==> src/rtl/intc_pkg.sv <==
package intc_pkg;

    localparam int REG_W      = 32;
    localparam int BANK_W     = 32;
    localparam int FAST_SEL_W = 7;
    localparam int SUM_LO_BIT = 8;
    localparam int SUM_HI_BIT = 9;
    localparam int SUM_MIR_BIT = 10;
    localparam int MIRROR_N   = 11;

    typedef enum logic [3:0] {
        SEL_SUMMARY,
        SEL_PEND_LO,
        SEL_PEND_HI,
        SEL_FAST_CTL,
        SEL_SET_LO,
        SEL_SET_HI,
        SEL_SET_CORE,
        SEL_CLR_LO,
        SEL_CLR_HI,
        SEL_CLR_CORE,
        SEL_NONE
    } reg_sel_e;

    // byte offset to access state; misaligned or unknown offsets land in SEL_NONE
    function automatic reg_sel_e decode_sel(input logic [31:0] off);
        reg_sel_e s;
        unique case (off)
            32'h00:  s = SEL_SUMMARY;
            32'h04:  s = SEL_PEND_LO;
            32'h08:  s = SEL_PEND_HI;
            32'h0C:  s = SEL_FAST_CTL;
            32'h10:  s = SEL_SET_LO;
            32'h14:  s = SEL_SET_HI;
            32'h18:  s = SEL_SET_CORE;
            32'h1C:  s = SEL_CLR_LO;
            32'h20:  s = SEL_CLR_HI;
            32'h24:  s = SEL_CLR_CORE;
            default: s = SEL_NONE;
        endcase
        return s;
    endfunction

    // peripheral line shown at summary bit (SUM_MIR_BIT + k)
    function automatic int mirror_src(input int k);
        int r;
        case (k)
            0:       r = 7;
            1:       r = 9;
            2:       r = 10;
            3:       r = 18;
            4:       r = 19;
            5:       r = 53;
            6:       r = 54;
            7:       r = 55;
            8:       r = 56;
            9:       r = 57;
            default: r = 62;
        endcase
        return r;
    endfunction

endpackage

==> src/rtl/intc_enable_bank.sv <==
module intc_enable_bank #(
    parameter int W = 32
) (
    input  logic         clk,
    input  logic         rst_n,
    input  logic         set_we,
    input  logic         clr_we,
    input  logic [W-1:0] wdata,
    output logic [W-1:0] mask
);

    always_ff @(posedge clk or negedge rst_n) begin
        if (!rst_n) begin
            mask <= '0;
        end else if (set_we) begin
            mask <= mask | wdata;
        end else if (clr_we) begin
            mask <= mask & ~wdata;
        end
    end

    // a set write keeps old bits and adds the written ones
    a_r3_set_accumulates: assert property (@(posedge clk) disable iff (!rst_n)
        set_we |=> ((mask & ($past(mask) | $past(wdata))) == ($past(mask) | $past(wdata))));

    // a clear write leaves no written-1 bit enabled
    a_r4_clear_drops: assert property (@(posedge clk) disable iff (!rst_n)
        (clr_we && !set_we) |=> ((mask & $past(wdata)) == '0));

endmodule

==> src/rtl/intc_fast_route.sv <==
module intc_fast_route
    import intc_pkg::*;
#(
    parameter int PERIPH_N = 64,
    parameter int CORE_N   = 8
) (
    input  logic                clk,
    input  logic                rst_n,
    input  logic                ctl_we,
    input  logic [7:0]          ctl_wdata,
    input  logic [PERIPH_N-1:0] periph_lvl,
    input  logic [CORE_N-1:0]   core_lvl,
    output logic [7:0]          ctl_q,
    output logic                fast_lvl
);

    localparam int TOTAL_N = PERIPH_N + CORE_N;
    localparam int SPAN    = 1 << FAST_SEL_W;

    logic [SPAN-1:0]       all_lvl;
    logic [FAST_SEL_W-1:0] sel;
    logic                  en;

    always_ff @(posedge clk or negedge rst_n) begin
        if (!rst_n) begin
            ctl_q <= '0;
        end else if (ctl_we) begin
            ctl_q <= ctl_wdata;
        end
    end

    assign sel     = ctl_q[FAST_SEL_W-1:0];
    assign en      = ctl_q[7];
    // core lines sit just above the peripheral lines; the rest of the span is zero
    assign all_lvl = SPAN'({core_lvl, periph_lvl});

    always_comb begin
        fast_lvl = en & all_lvl[sel];
    end

    // selects past the last core-local line route nothing
    a_r6_out_of_range: assert property (@(posedge clk) disable iff (!rst_n)
        (int'(sel) >= TOTAL_N) |-> !fast_lvl);

endmodule

==> src/rtl/intc_reg_read.sv <==
module intc_reg_read
    import intc_pkg::*;
#(
    parameter int PERIPH_N = 64,
    parameter int CORE_N   = 8
) (
    input  reg_sel_e            sel,
    input  logic [PERIPH_N-1:0] periph_lvl,
    input  logic [PERIPH_N-1:0] periph_en,
    input  logic [CORE_N-1:0]   core_lvl,
    input  logic [CORE_N-1:0]   core_en,
    input  logic [7:0]          fast_ctl,
    output logic [REG_W-1:0]    rdata
);

    logic [PERIPH_N-1:0] pend;
    logic [CORE_N-1:0]   core_pend;
    logic [MIRROR_N-1:0] mirror;
    logic [REG_W-1:0]    summary;

    assign pend      = periph_lvl & periph_en;
    assign core_pend = core_lvl & core_en;

    for (genvar k = 0; k < MIRROR_N; k++) begin : g_mirror
        assign mirror[k] = pend[mirror_src(k)];
    end

    always_comb begin
        summary                                  = '0;
        summary[CORE_N-1:0]                      = core_pend;
        summary[SUM_LO_BIT]                      = |pend[BANK_W-1:0];
        summary[SUM_HI_BIT]                      = |pend[PERIPH_N-1:BANK_W];
        summary[SUM_MIR_BIT +: MIRROR_N]         = mirror;
    end

    always_comb begin
        unique case (sel)
            SEL_SUMMARY:  rdata = summary;
            SEL_PEND_LO:  rdata = pend[BANK_W-1:0];
            SEL_PEND_HI:  rdata = pend[PERIPH_N-1:BANK_W];
            SEL_FAST_CTL: rdata = REG_W'(fast_ctl);
            SEL_SET_LO:   rdata = periph_en[BANK_W-1:0];
            SEL_SET_HI:   rdata = periph_en[PERIPH_N-1:BANK_W];
            SEL_SET_CORE: rdata = REG_W'(core_en);
            SEL_CLR_LO:   rdata = ~periph_en[BANK_W-1:0];
            SEL_CLR_HI:   rdata = ~periph_en[PERIPH_N-1:BANK_W];
            SEL_CLR_CORE: rdata = ~(REG_W'(core_en));
            default:      rdata = '0;
        endcase
    end

endmodule

==> src/rtl/intc_dual_bank.sv <==
module intc_dual_bank
    import intc_pkg::*;
#(
    parameter int PERIPH_N = 64,
    parameter int CORE_N   = 8,
    parameter int ADDR_W   = 9
) (
    input  logic                clk,
    input  logic                rst_n,
    input  logic                reg_valid,
    input  logic                reg_write,
    input  logic [ADDR_W-1:0]   reg_addr,
    input  logic [REG_W-1:0]    reg_wdata,
    output logic [REG_W-1:0]    reg_rdata,
    input  logic [PERIPH_N-1:0] periph_irq,
    input  logic [CORE_N-1:0]   core_irq,
    output logic                irq_out,
    output logic                fiq_out
);

    localparam int NBANK = PERIPH_N / BANK_W;

    reg_sel_e            sel;
    logic                wr;
    logic                rd;
    logic [PERIPH_N-1:0] periph_en;
    logic [CORE_N-1:0]   core_en;
    logic [7:0]          fast_ctl;
    logic                fast_lvl;
    logic [REG_W-1:0]    rd_mux;
    logic                any_req;
    logic [NBANK-1:0]    set_p;
    logic [NBANK-1:0]    clr_p;
    logic                set_c;
    logic                clr_c;
    logic                ctl_we;

    assign sel = decode_sel(32'(reg_addr));
    assign wr  = reg_valid & reg_write;
    assign rd  = reg_valid & ~reg_write;

    for (genvar b = 0; b < NBANK; b++) begin : g_bank
        localparam reg_sel_e SET_S = (b == 0) ? SEL_SET_LO : SEL_SET_HI;
        localparam reg_sel_e CLR_S = (b == 0) ? SEL_CLR_LO : SEL_CLR_HI;
        assign set_p[b] = wr && (sel == SET_S);
        assign clr_p[b] = wr && (sel == CLR_S);
        intc_enable_bank #(.W(BANK_W)) u_bank (
            .clk    (clk),
            .rst_n  (rst_n),
            .set_we (set_p[b]),
            .clr_we (clr_p[b]),
            .wdata  (reg_wdata),
            .mask   (periph_en[b*BANK_W +: BANK_W])
        );
    end

    assign set_c  = wr && (sel == SEL_SET_CORE);
    assign clr_c  = wr && (sel == SEL_CLR_CORE);
    assign ctl_we = wr && (sel == SEL_FAST_CTL);

    intc_enable_bank #(.W(CORE_N)) u_core_bank (
        .clk    (clk),
        .rst_n  (rst_n),
        .set_we (set_c),
        .clr_we (clr_c),
        .wdata  (reg_wdata[CORE_N-1:0]),
        .mask   (core_en)
    );

    intc_fast_route #(.PERIPH_N(PERIPH_N), .CORE_N(CORE_N)) u_route (
        .clk        (clk),
        .rst_n      (rst_n),
        .ctl_we     (ctl_we),
        .ctl_wdata  (reg_wdata[7:0]),
        .periph_lvl (periph_irq),
        .core_lvl   (core_irq),
        .ctl_q      (fast_ctl),
        .fast_lvl   (fast_lvl)
    );

    intc_reg_read #(.PERIPH_N(PERIPH_N), .CORE_N(CORE_N)) u_read (
        .sel        (sel),
        .periph_lvl (periph_irq),
        .periph_en  (periph_en),
        .core_lvl   (core_irq),
        .core_en    (core_en),
        .fast_ctl   (fast_ctl),
        .rdata      (rd_mux)
    );

    assign any_req = (|(periph_irq & periph_en)) | (|(core_irq & core_en));

    always_ff @(posedge clk or negedge rst_n) begin
        if (!rst_n) begin
            irq_out   <= 1'b0;
            fiq_out   <= 1'b0;
            reg_rdata <= '0;
        end else begin
            irq_out <= any_req;
            fiq_out <= fast_lvl;
            if (rd) begin
                reg_rdata <= rd_mux;
            end
        end
    end

    // outputs are quiet on the first edge out of reset
    a_r1_reset_quiet: assert property (@(posedge clk)
        $rose(rst_n) |-> (!irq_out && !fiq_out && reg_rdata == '0));

    // no asserted line means no normal request one edge later
    a_r7_no_src_no_irq: assert property (@(posedge clk) disable iff (!rst_n)
        (periph_irq == '0 && core_irq == '0) |=> !irq_out);

    // a disabled fast route gives a low fast request one edge later
    a_r6_fast_gate: assert property (@(posedge clk) disable iff (!rst_n)
        !fast_ctl[7] |=> !fiq_out);

    // at most one register moves per access
    a_r8_one_strobe: assert property (@(posedge clk) disable iff (!rst_n)
        $onehot0({set_p, clr_p, set_c, clr_c, ctl_we}));

    // read data holds between reads
    a_r9_rdata_hold: assert property (@(posedge clk) disable iff (!rst_n)
        !rd |=> $stable(reg_rdata));

endmodule

==> config.mk <==
export PLATFORM = sky130hd
export DESIGN_NAME = intc_dual_bank
export DESIGN_NICKNAME = d
export VERILOG_FILES = /design/src/rtl/intc_pkg.sv /design/src/rtl/intc_enable_bank.sv /design/src/rtl/intc_fast_route.sv /design/src/rtl/intc_reg_read.sv /design/src/rtl/intc_dual_bank.sv
export SDC_FILE = /design/constraint.sdc
export NUM_CORES = 1
export LEC_CHECK = 0
export BUFFER_PORTS_ARGS = -buffer_cell sky130_fd_sc_hd__buf_2
export CORE_UTILIZATION = 45
export CTS_CLUSTER_DIAMETER = 100
export DETAILED_ROUTE_END_ITERATION = 7
export PLACE_DENSITY = 0.75
export SYNTH_ARGS = -nofsm -noshare
export SYNTH_HDL_FRONTEND = slang
export SYNTH_SLANG_ARGS = --single-unit
==> constraint.sdc <==
create_clock -name clk -period 2.7 [get_ports clk]
set_input_delay 0.675 -clock clk [delete_from_list [all_inputs] [get_ports clk]]
set_output_delay 0.675 -clock clk [all_outputs]
set_load 0.02 [all_outputs]
After elaboration in Yosys (flattened, before gate mapping)
Cells that the tools add are included.
W data, S select, Z words.
{"block": "word_totals", "ff_bits": 114, "out_inout_bits": 34, "word_cells": 70, "inputBits": 117}
{"block": "classes", "n_eq_ne": 18, "muxes": 10, "magnitude_cmp": 1, "bitwise": 18, "n_reduce_logical": 16}
{"cell": "$pmux W32 S10", "count": 1}
{"cell": "$mux W32", "count": 4}
{"cell": "$not A32 Y32", "count": 3}
{"cell": "$and A32 B32 Y32", "count": 2}
{"cell": "$and A64 B64 Y64", "count": 1}
{"cell": "$or A32 B32 Y32", "count": 2}
{"cell": "$reduce_or A32 Y1", "count": 2}
{"cell": "$reduce_or A64 Y1", "count": 1}
{"cell": "$pmux W4 S10", "count": 1}
{"cell": "$eq A9 B5 Y1 const B", "count": 4}
{"cell": "$not A8 Y32", "count": 1}
{"cell": "$eq A9 B4 Y1 const B", "count": 2}
{"cell": "$eq A9 B6 Y1 const B", "count": 2}
{"cell": "$and A8 B8 Y8", "count": 2}
{"cell": "$eq A4 B3 Y1 const B", "count": 4}
{"cell": "$mux W8", "count": 2}
{"cell": "$eq A9 B3 Y1 const B", "count": 1}
{"cell": "$logic_not A9 Y1", "count": 1}
{"cell": "$eq A4 B2 Y1 const B", "count": 2}
{"cell": "$eq A4 B4 Y1 const B", "count": 2}
{"cell": "$lt A7 B8 Y1 const B", "count": 1}
{"cell": "$not A8 Y8", "count": 1}
{"cell": "$or A8 B8 Y8", "count": 1}
{"cell": "$reduce_or A8 Y1", "count": 1}
{"cell": "9 further kinds", "count": 19}

Depth between registers and ports, before layout
{"block": "logic_depth", "ltp_word": 6, "ltp_mapped": 9, "mapped_depth_nobuf": 6}

Cells and area by module
Synthesis repeated with hierarchy kept, for this count alone.
{"block": "hier_totals", "hier_cells": 837, "area_unflattened_um2": 7743.7}
{"module": "intc_enable_bank at g_bank[0].u_bank ...", "cells_each": 102, "area_per_inst_um2": 1249.9, "n_inst": 2}
{"module": "intc_reg_read", "cells_each": 400, "area_per_inst_um2": 2243.4, "n_inst": 1}
{"module": "intc_dual_bank", "cells_each": 140, "area_per_inst_um2": 1742.9, "n_inst": 1}
{"module": "intc_fast_route", "cells_each": 67, "area_per_inst_um2": 944.7, "n_inst": 1}
{"module": "intc_enable_bank at u_core_bank", "cells_each": 26, "area_per_inst_um2": 312.8, "n_inst": 1}

Worst setup path after synthesis
Ideal clock, no wire load.
{"block": "synth_path", "path_type": "input to register", "start": "input port reg_addr[6]", "end": "register with a tool-made name", "slack_ns": 0.368, "required_ns": 2.579, "arrival_time_ns": 2.211, "cell_stages": 8, "path_cell_list": "clkbuf_1 or2_2 or2_1 buf_2 nor3_4 buf_2 nand2_1 a22o_1"}
{"item": "start, declared", "line_no": "intc_dual_bank.sv:12", "text": "input logic [ADDR_W-1:0] reg_addr,"}

Final worst setup path
{"block": "layout_path", "start": "register u_route.ctl_q[1]", "end": "register fiq_out"}
{"block": "layout_between", "elab_chain_len": 3}
{"item": "start, declared", "line_no": "intc_fast_route.sv:13", "text": "output logic [7:0] ctl_q,"}
{"item": "start signal, assigned", "line_no": "intc_fast_route.sv:28", "text": "ctl_q <= ctl_wdata;"}
{"item": "$bmux W1 S7", "line_no": "intc_fast_route.sv:38", "text": "fast_lvl = en & all_lvl[sel];"}
{"item": "$mux W1 (not written as such)", "line_no": "intc_fast_route.sv:38"}
{"item": "$and A1 B1 Y1", "line_no": "intc_fast_route.sv:38"}
{"item": "named net fast_lvl", "line_no": "intc_dual_bank.sv:29", "text": "logic fast_lvl;"}
{"item": "end signal, assigned", "line_no": "intc_dual_bank.sv:100", "text": "fiq_out <= fast_lvl;"}
{"item": "end, declared", "line_no": "intc_dual_bank.sv:18", "text": "output logic fiq_out"}
The timed path passes the listed nets, and every way through them passes these cells. The select of a mux whose other input is x is not followed.
A chain may end at the register's enable or synchronous reset.

==> impl_metrics.csv <==
group,metric,value,unit
run_status,status,"finished, final reports clean",
yosys,netlist_area,0.007517,mm2
sta,max_freq,420.3,MHz
drt,dr.pass1.iters,6,
placed_design,placed_cell_area,0.009194,mm2
cts,clk_pin_slew_worst_paths,60,ps
cts,cts_resized,0,
power,ir_drop,0.4739,mV
cts,clockBufferDepth,2,
global_route,grt_overflow,0,
floorplan,initial_core_util,0.4665,
power,p_leak,4.379,nW
setup_path,cp_slowest_cell,"dfrtp_1",
global_route,grt_max_degree,47,
yosys,ys_ff_latch,114,
yosys,syn_inst,847,
global_route,grt.busiest_layer,"met2",
yosys,avgSynthCellArea,8.875,um2
drt,vias,8824,
yosys,synth_async_sr_flop_share,1.000,
drt,drc_errors,0,
setup_path,cp.arrival,2690,ps
setup_path,path_class,"reg2reg",
global_route,met2_usage,0.6466,
cts,clock_latency,430,ps
yosys,yosys-top-cells-count,"nand2_1, dfrtp_1, a22o_1",
power,fin_total_pwr,4.722,mW
floorplan,die_h,131.2,um
sta,finalWorstSetupSlack,321.0,ps
global_route,grt_pass1_vias,8272,
placed_design,place.detailed.hpwl,29310,um
floorplan,rows,46,
setup_path,critPathRequiredTime,3010,ps
placed_design,globalplace.congestion,1.043,
setup_path,worst_setup_path_end_kind,"register",
sta,slew_headroom,0.4982,
drt,wl_per_cell,29.22,um
final_layout,fin_nets,1180,
sta,timing.hold.ws,201.1,ps
floorplan,die_x,131.2,um
sta,maxSlewViolCount,0,
drt,wl,37750,um
yosys,synth_warnings,0,
setup_path,path_buf_inv,0,
final_layout,nFillCells,1424,
yosys,post-synth-top-count-cell,"nand2_1",
yosys,synthTopCellsByArea,"dfrtp_1, a22o_1, nand2_1",
sta,rsz0062_at_grt,"no",
drt,ant_nets,0,
global_route,met3_usage,0.1524,
yosys,yosysSeqAreaShare,0.3795,
sta,timing.setup.tns,0,ps
floorplan,core-area,0.01612,mm2
global_route,grt_util_met1,0.6061,
floorplan,ios,151,
final_layout,drive_above_1_share,0.3076,
sta,clock_skew,6.625,ps
drt,vias_per_cell,6.830,
cts,cts_hold_buf,0,
setup_path,slowest_delay,830,ps
sta,hold_viol,0,
final_layout,diodes,0,
yosys,synth_ff_type,"dfrtp_1",
sta,min_period,2379,ps
placed_design,pre_cts_ws,26.99,ps
yosys,synth_nets,964,
global_route,antenna_found_initial,0,
sta,setup_viol,0,
cts,postCtsSetupBuffers,0,
setup_path,cp_top_family,"flip-flops",
job,cap_violations,0,
drt,drt_iter0_markers,1248,
setup_path,path_cells,"mux4_2, nor2b_1, a21oi_1, a22oi_1, nor3b_1, nor4_1",
hold_path,hp-class,"in2async",
setup_path,start_kind,"register",
placed_design,io_buffers,150,
cts,cts_tree,"built",
power,powerDensity,481.3,mW/mm2
yosys,synth_edf_count,0,
yosys,synth_top_area_frac,0.3795,
cts,clock_sinks,114,
floorplan,die_area,0.01723,mm2
yosys,synthDistinctLibCells,68,
yosys,yosysTopAreaCell,"dfrtp_1",
cts,numCtsBuffers,17,
cts,h-tree-depth,4,
sta,worst_pin_slew,752.7,ps
cts,root_buffer,"clkbuf_16",
final_layout,fin_area,0.009812,mm2
sta,layout_worst_path_cycle_share,0.8811,
final_layout,area_growth,30.53,%
setup_path,cp_max_fo,11,
global_route,grt_pass1_wl,55320,um
global_route,grt_usage,0.4454,
## worst reg2reg max path, delay by kind of cell (launching register included)
kind             cells  cell delay (ps)
AO/OA/AOI/OAI        2              560
flip-flops           1              830
AND/OR/NAND/NOR      3              470
multiplexers         1              400
## final cells by class
type | instances | area, um2 | share of cell area
clock inverters | 13 | 185.2 | 0.01887
repair buffers | 255 | 1704 | 0.1737
well taps | 216 | 270.3 | 0.02754
multi-input cells | 672 | 4355 | 0.4439
inverters | 3 | 11.26 | 0.001148
clock buffers | 19 | 432.9 | 0.04412
flip-flops and latches | 114 | 2853 | 0.2907
## layer usage
layer | part of all wire | vias to the layer above
li1 | - | 3687
met1 | 0.40 | 4265
met2 | 0.43 | 755
met3 | 0.14 | 117
met4 | 0.038 | 0
met5 | 0 | -
## placed cells by master (no fill, tap or decap), types with 4 or more instances in the layout
cell / n
mux2i_1: 6
o221ai_1: 10
buf_2: 149
a221o_1: 9
clkbuf_16: 17
or3_1: 5
nor2_1: 47
mux2_2: 7
a21oi_1: 42
buf_4: 93
o21ai_1: 4
a211oi_1: 4
a221oi_1: 6
a311oi_1: 4
o21ai_0: 45
nor2b_1: 7
buf_12: 13
nand2_1: 175
nand2b_1: 4
a32oi_1: 9
nor3_1: 11
nand3_1: 37
a22o_1: 84
o211ai_1: 4
a31oi_1: 25
a22oi_1: 20
o22ai_1: 14
or4_1: 4
dfrtp_1: 114
nor2_2: 6
mux4_2: 18
bufinv_16: 4
nand4_1: 10
a21o_1: 5
## worst paths after layout
check	slack, ps	endpoint	startpoint	depth (start not counted)
setup / recovery	320	fiq_out	u_route.ctl_q[1]	6
hold / removal	200	asynchronous set/reset pin	rst_n	1
setup reg to reg	320	fiq_out	u_route.ctl_q[1]	6
min in group clk	460	reg_rdata[25]	reg_rdata[25]	2
hold reg to reg	460	reg_rdata[25]	reg_rdata[25]	2
max in group asynchronous	1860	asynchronous set/reset pin	rst_n	2
## cell families after synthesis
| family | Yosys count | share of synthesized area |
|---|---|---|
| compound gates | 296 | 0.2831 |
| buf+inv | 61 | 0.04311 |
| mux | 34 | 0.07690 |
| simple gates | 342 | 0.2174 |
| flops | 114 | 0.3795 |
## report_power, final
group / internal [mW] / switching [mW] / leakage (nW)
Sequential: 1.73 / 0.0329 / 1.59
Clock: 1.54 / 0.879 / 0.297
Combinational: 0.195 / 0.340 / 2.49
## per-stage QoR
stage	std cells	util
after floorplan	847	-
after global placement	1260	0.5705
after detailed placement	1260	0.5705
after CTS	1292	0.6089
after global routing	1292	0.6089
final	1292	0.6089
No activity file was read; power rests on OpenSTA's default activity.
